==> config.mk <==
export PLATFORM = sky130hd
export DESIGN_NAME = omc_cell
export DESIGN_NICKNAME = d
export VERILOG_FILES = /design/src/rtl/omc_pkg.sv /design/src/rtl/omc_ctrl.sv /design/src/rtl/omc_datapath.sv /design/src/rtl/omc_cell.sv
export SDC_FILE = /design/constraint.sdc
export NUM_CORES = 1
export LEC_CHECK = 0
export ABC_CLOCK_PERIOD_IN_PS = 2600
export BUFFER_PORTS_ARGS = -buffer_cell sky130_fd_sc_hd__buf_2
export CORE_AREA = 2 2 39 41
export CTS_CLUSTER_DIAMETER = 120
export DETAILED_ROUTE_END_ITERATION = 8
export DIE_AREA = 0 0 41 43
export PLACE_DENSITY = 0.39
export SLEW_MARGIN = 20
export SYNTH_ARGS = -nofsm -noshare
export SYNTH_HDL_FRONTEND = slang
export SYNTH_SLANG_ARGS = --single-unit
==> constraint.sdc <==
create_clock -name clk -period 2.6 [get_ports clk]
set_input_delay 0.26 -clock clk [delete_from_list [all_inputs] [get_ports clk]]
set_output_delay 0.26 -clock clk [all_outputs]
set_load 0.1 [all_outputs]
==> src/rtl/omc_pkg.sv <==
package omc_pkg;

  typedef enum logic [1:0] {
    MODE_ILLEGAL = 2'b00,
    MODE_SIMPLE  = 2'b01,
    MODE_REG     = 2'b10,
    MODE_COMPLEX = 2'b11
  } devMode_e;

  typedef enum logic [1:0] {
    EN_ALWAYS = 2'b00,
    EN_NEVER  = 2'b01,
    EN_PIN    = 2'b10,
    EN_TERM   = 2'b11
  } enSrc_e;

  typedef enum logic [1:0] {
    FB_REG   = 2'b00,
    FB_OWN   = 2'b01,
    FB_NEIGH = 2'b10
  } fbSrc_e;

  typedef struct packed {
    logic   outFromReg;
    logic   termZeroIsEn;
    logic   regLoad;
    enSrc_e enSel;
    fbSrc_e fbSel;
  } cellCtrl_t;

endpackage

==> src/rtl/omc_ctrl.sv <==
module omc_ctrl
  import omc_pkg::*;
(
  input  logic [1:0] cfgMode,
  input  logic       cellComb,
  output cellCtrl_t  ctrl
);

  devMode_e modeDec;

  assign modeDec = devMode_e'(cfgMode);

  always_comb begin
    ctrl.outFromReg   = 1'b0;
    ctrl.termZeroIsEn = 1'b0;
    ctrl.regLoad      = 1'b0;
    ctrl.enSel        = EN_NEVER;
    ctrl.fbSel        = FB_OWN;
    unique case (modeDec)
      MODE_REG: begin
        ctrl.regLoad = 1'b1;
        if (cellComb) begin
          ctrl.termZeroIsEn = 1'b1;
          ctrl.enSel        = EN_TERM;
          ctrl.fbSel        = FB_OWN;
        end else begin
          ctrl.outFromReg = 1'b1;
          ctrl.enSel      = EN_PIN;
          ctrl.fbSel      = FB_REG;
        end
      end
      MODE_SIMPLE: begin
        if (cellComb) begin
          ctrl.enSel = EN_NEVER;
          ctrl.fbSel = FB_OWN;
        end else begin
          ctrl.enSel = EN_ALWAYS;
          ctrl.fbSel = FB_NEIGH;
        end
      end
      MODE_COMPLEX: begin
        if (cellComb) begin
          ctrl.enSel = EN_NEVER;
        end else begin
          ctrl.termZeroIsEn = 1'b1;
          ctrl.enSel        = EN_TERM;
        end
        ctrl.fbSel = FB_OWN;
      end
      default: begin
        ctrl.enSel = EN_NEVER;
        ctrl.fbSel = FB_OWN;
      end
    endcase
  end

endmodule

==> src/rtl/omc_datapath.sv <==
module omc_datapath
  import omc_pkg::*;
#(
  parameter int   NUM_TERMS = 8,
  parameter logic RESET_VAL = 1'b0
) (
  input  logic                 clk,
  input  logic                 rst_n,
  input  logic [NUM_TERMS-1:0] terms,
  input  logic                 polInv,
  input  logic                 padIn,
  input  logic                 nbrPadIn,
  input  logic                 oePin,
  input  cellCtrl_t            ctrl,
  output logic                 padOut,
  output logic                 padOe,
  output logic                 fbOut,
  output logic                 regQ
);

  localparam int LAST_TERM = NUM_TERMS - 1;

  logic [LAST_TERM:0] gatedTerms;
  logic               sumOfTerms;
  logic               cellLogic;

  for (genvar gi = 0; gi < NUM_TERMS; gi++) begin : g_term
    if (gi == 0) begin : g_first
      assign gatedTerms[gi] = terms[gi] & ~ctrl.termZeroIsEn;
    end else begin : g_rest
      assign gatedTerms[gi] = terms[gi];
    end
  end

  assign sumOfTerms = |gatedTerms;
  assign cellLogic  = sumOfTerms ^ polInv;

  always_ff @(posedge clk or negedge rst_n) begin
    if (!rst_n) begin
      regQ <= RESET_VAL;
    end else if (ctrl.regLoad) begin
      regQ <= cellLogic;
    end
  end

  assign padOut = ctrl.outFromReg ? regQ : cellLogic;

  always_comb begin
    unique case (ctrl.enSel)
      EN_ALWAYS: padOe = 1'b1;
      EN_PIN:    padOe = oePin;
      EN_TERM:   padOe = terms[0];
      default:   padOe = 1'b0;
    endcase
  end

  always_comb begin
    unique case (ctrl.fbSel)
      FB_REG:   fbOut = regQ;
      FB_NEIGH: fbOut = nbrPadIn;
      default:  fbOut = padIn;
    endcase
  end

endmodule

==> src/rtl/omc_cell.sv <==
module omc_cell
  import omc_pkg::*;
#(
  parameter int NUM_TERMS = 8
) (
  input  logic                 clk,
  input  logic                 rst_n,
  input  logic [1:0]           cfgMode,
  input  logic                 cellComb,
  input  logic                 polInv,
  input  logic [NUM_TERMS-1:0] terms,
  input  logic                 padIn,
  input  logic                 nbrPadIn,
  input  logic                 oePin,
  output logic                 padOut,
  output logic                 padOe,
  output logic                 fbOut
);

  cellCtrl_t ctrl;
  logic      regQ;

  omc_ctrl u_ctrl (
    .cfgMode  (cfgMode),
    .cellComb (cellComb),
    .ctrl     (ctrl)
  );

  omc_datapath #(
    .NUM_TERMS (NUM_TERMS),
    .RESET_VAL (1'b0)
  ) u_dp (
    .clk      (clk),
    .rst_n    (rst_n),
    .terms    (terms),
    .polInv   (polInv),
    .padIn    (padIn),
    .nbrPadIn (nbrPadIn),
    .oePin    (oePin),
    .ctrl     (ctrl),
    .padOut   (padOut),
    .padOe    (padOe),
    .fbOut    (fbOut),
    .regQ     (regQ)
  );

endmodule

==> After elaboration in Yosys (flattened, before gate mapping) <==
Cells that the tools add are included.
{ "word_totals": {"input_bits": 17, "ff_bits": 1, "output_inout_bits": 3, "ramBits": 0, "latch_bits": 0, "mem_bits_ro": 0, "mem_count": 0, "wordCells": 25} }
{ "classes": {"magnitude_cmp": 0, "eq_ne": 6, "add_sub_neg": 0, "shifts": 0, "reduce_logical": 3, "multipliers": 0, "bitwise_logic": 3, "mux": 12, "n_div": 0} }
{ "op_table": {"columns": ["operator", "count"], "rows": [
  ["$pmux 4 s3", 1],
  ["$eq 2x2->1 const B", 5],
  ["$reduce_or 8->1", 1],
  ["$mux 3", 2],
  ["$mux 1", 5],
  ["$logic_not 2->1", 2],
  ["$pmux 1 s2", 2],
  ["$pmux 1 s3", 1],
  ["$eq 2x1->1 const B", 1],
  ["$mux 2", 1],
  ["$and 1x1->1", 1],
  ["$not 1->1", 1],
  ["$xor 1x1->1", 1]
]} }

==> Depth between registers and ports, before layout <==
{ "logic_depth": {"ltp_word": 7, "ltp_mapped": 5, "mapped_depth_nobuf": 4} }

==> By module <==
A second synthesis with hierarchy kept.
{ "hier_totals": {"cells_unflattened": 27, "hier_area_um2": 197.7} }
{ "modules_own_cells": {"columns": ["mod", "n_inst", "seq_area_each_um2", "area_per_inst_um2", "cells_per_inst"], "rows": [
  ["omc_datapath", 1, 25.0, 130.1, 18],
  ["omc_ctrl", 1, 0.0, 67.6, 9]
]} }

==> Worst setup path before layout <==
No wires, ideal clock.
{ "synth_timing": {"path_type": "input port to output port", "from": "input port cellComb", "to": "output port padOut", "path_buffers": 1, "required_time_ns": 2.340, "setup_slack_ns": -0.748, "cell_stages": 5, "arrival_time_ns": 3.088, "cell_sequence": "buf_2 > xor2_1 > a21boi_1 > o21a_1 > o31ai_1"} }
{ "synth_via": {"elab_chain_cells": 7, "elab_cells_between_ends": 9, "cone_classes": "mux (5); bitwise (3); reduce/logical (1)"} }
{ "synth_lines": {"columns": ["element", "line", "source"], "rows": [
  ["from (decl)", "omc_cell.sv:9", "input logic cellComb,"],
  ["$mux 1 (on tied branches)", "omc_ctrl.sv:22, omc_ctrl.sv:42", null],
  ["$pmux 1 s2", "omc_ctrl.sv:19", "unique case (modeDec)"],
  ["$not 1->1", "omc_datapath.sv:29", "assign gatedTerms[gi] = terms[gi] & ~ctrl.termZeroIsEn;"],
  ["$and 1x1->1", "omc_datapath.sv:29", null],
  ["$reduce_or 8->1", "omc_datapath.sv:35", "assign sumOfTerms = |gatedTerms;"],
  ["$xor 1x1->1", "omc_datapath.sv:36", "assign cellLogic = sumOfTerms ^ polInv;"],
  ["$mux 1 (*)", "omc_datapath.sv:46", "assign padOut = ctrl.outFromReg ? regQ : cellLogic;"],
  ["to (decl)", "omc_cell.sv:15", "output logic padOut,"]
]} }
Every way passes the cells marked *; elsewhere a longest branch is shown, timed or not.

==> Final worst setup path <==
{ "layout_timing": {"from": "input port terms[2]", "to": "output port padOut"} }
{ "layout_via": {"elab_chain_cells": 3} }
{ "layout_lines": {"columns": ["element", "line", "source"], "rows": [
  ["from (decl)", "omc_cell.sv:11", "input logic [NUM_TERMS-1:0] terms,"],
  ["$reduce_or 8->1", "omc_datapath.sv:35", null],
  ["$xor 1x1->1", "omc_datapath.sv:36", null],
  ["$mux 1", "omc_datapath.sv:46", null]
]} }
No other way between the ends.

==> results.sh <==
export IMPL_drv_slew=0
export IMPL_ir_drop_mv=0.0746
export IMPL_p_leak_nw=0.143
export IMPL_wirelength_microns=507
export IMPL_syn_area_per_cell_sq_um=5.91
export IMPL_antenna_cells=0
export IMPL_yosysSeqAreaShare=0.146
export IMPL_mostFrequentLayoutCells="buf_2 (19), nor2_1 (6), nand2_1 (5), a21oi_1 (4), nor3_1 (2)"
export IMPL_hold_path_class="in -> async"
export IMPL_vias=258
export IMPL_fin_crit_sh=0.714
export IMPL_worst_pin_slew_ps=486
export IMPL_cts_hold_buf=0
export IMPL_start_util=0.124
export IMPL_final_hold_violation_count=0
export IMPL_clk_pin_slew_ps=0
export IMPL_fmax_mhz=539
export IMPL_core_sq_mm=0.00138
export IMPL_gp_congestion=0.663
export IMPL_rsz0062_at_grt="false"
export IMPL_mostFrequentLayoutCell="buf_2"
export IMPL_reg_largest_list="u_dp.regQ: 1 flops"
export IMPL_cap_violations=0
export IMPL_finish_utilization=0.212
export IMPL_critical_path_class="in -> out"
export IMPL_clk_latency_ps=0
export IMPL_grt_max_degree=9
export IMPL_die_h_microns=43
export IMPL_via_per_inst=4.10
export IMPL_post_cts_resized=0
export IMPL_critPathArrivalTime_ps=1600
export IMPL_path_buf_inv=2
export IMPL_grt_ovfl_total=0
export IMPL_final_nets=66
export IMPL_outcome="finished clean"
export IMPL_relSlewSlack=0.678
export IMPL_die_area_sq_mm=0.00176
export IMPL_num_io_pins=20
export IMPL_ant_nets=0
export IMPL_holdWs_ps=34.4
export IMPL_ys_types=15
export IMPL_ys_ff_latch=1
export IMPL_end_kind="primary output"
export IMPL_crit_fanout=2
export IMPL_cp_required_ps=2340
export IMPL_yosysWarnings=0
export IMPL_cpLargestDelayFamily="buffers and inverters"
export IMPL_netlist_instances=29
export IMPL_skew_ps=0
export IMPL_drive_gt1_frac=0.447
export IMPL_critPathLaunchType="input pin"
export IMPL_dp_slack_ps=721
export IMPL_num_rows=14
export IMPL_largest_reg_flops=1
export IMPL_syn_to_final_growth_pct=71.5
export IMPL_crit_top_cell="buf_2"
export IMPL_portBuffers=19
export IMPL_post_route_min_period_ps=1860
export IMPL_die_x_microns=41
export IMPL_grt_util_all_layers=0.0620
export IMPL_power_density_mw_per_mm2=306
export IMPL_cts_setup_buffers=0
export IMPL_drc_errors=0
export IMPL_finalSetupTns_ps=0
export IMPL_grt_pass1_wl_microns=848
export IMPL_first_global_vias=221
export IMPL_regMostFlops="u_dp.regQ"
export IMPL_antenna_found_initial=0
export IMPL_cpMaxStageDelayCell="buf_2"
export IMPL_critical_path_max_stage_delay_ps=460
export IMPL_wl_per_cell_microns=8.05
export IMPL_hpwl_microns=454
export IMPL_setup_viol=0
export IMPL_drtIter0Drc=5
export IMPL_dr_pass1_iters=2
export IMPL_path_cells="buf_2 -> nor4_1 -> nand2_1 -> o21a_1 -> o31ai_2 -> buf_2"
export IMPL_syn_area_sq_um=171
export IMPL_syn_nets=46
export IMPL_layout_setup_ws_ps=744
## metrics by stage
step                      std cells  total power, mW  cell area (sq um)
after floorplan                  29           0.0698                184
after global placement           63           0.0906                294
after detailed placement         63           0.0906                294
after CTS                        63           0.0907                294
after global routing             63           0.0958                294
final                            63           0.0898                294
## final cells by class
| cell class | count | area, sq um |
|---|---|---|
| Fill cell | 164 | 1090 |
| Multi-Input combinational cell | 26 | 150 |
| Timing Repair Buffer | 19 | 95.1 |
| Sequential cell | 1 | 25.0 |
| Tap cell | 16 | 20.0 |
| Inverter | 1 | 3.75 |
## final timing paths
kind | startpoint | end | slack [ps] | cells past startpoint
max | terms[2] | padOut | 740 | 6
min | rst_n | u_dp.regQ$_DFFE_PN0N_ | 30 | 1
max reg2reg | u_dp.regQ$_DFFE_PN0N_ | u_dp.regQ$_DFFE_PN0N_ | 1970 | 2
min reg2reg | u_dp.regQ$_DFFE_PN0N_ | u_dp.regQ$_DFFE_PN0N_ | 510 | 2
max in group asynchronous | rst_n | u_dp.regQ$_DFFE_PN0N_ | 2480 | 1
min in group clk | u_dp.regQ$_DFFE_PN0N_ | u_dp.regQ$_DFFE_PN0N_ | 510 | 2
## Yosys cell counts
master    number  area (sq um)
a21boi_1       1          7.51
a21oi_1        4          20.0
buf_2          1          5.00
dfrtp_1        1          25.0
inv_1          1          3.75
nand2_1        5          18.8
nand2b_1       1          6.26
nor2_1         6          22.5
nor3_1         2          10.0
nor4_1         1          6.26
o21a_1         1          7.51
o22ai_1        1          6.26
o31ai_1        2          15.0
o32ai_1        1          8.76
xor2_1         1          8.76
## where the power goes
group,internal (mW),switching (mW)
Sequential,0.0179,0.00160
Clock,0,0
Combinational,0.0211,0.0492
## per-layer routing
layer  vias to the layer above  track usage  share of wire
met1                       106       0.0825           0.40
met3                         0      0.00524           0.10
met4                         0            0              0
met5                         -            0              0
met2                        11        0.109           0.50
li1                        141            -              -
## kinds of logic after synthesis
family / after synthesis / share of synthesized area
AO/OA/AOI/OAI: 10 / 0.380
XOR/XNOR: 1 / 0.0511
buffers and inverters: 2 / 0.0510
flip-flops: 1 / 0.146
AND/OR/NAND/NOR: 15 / 0.372
Power figures use the tool's default switching activity.
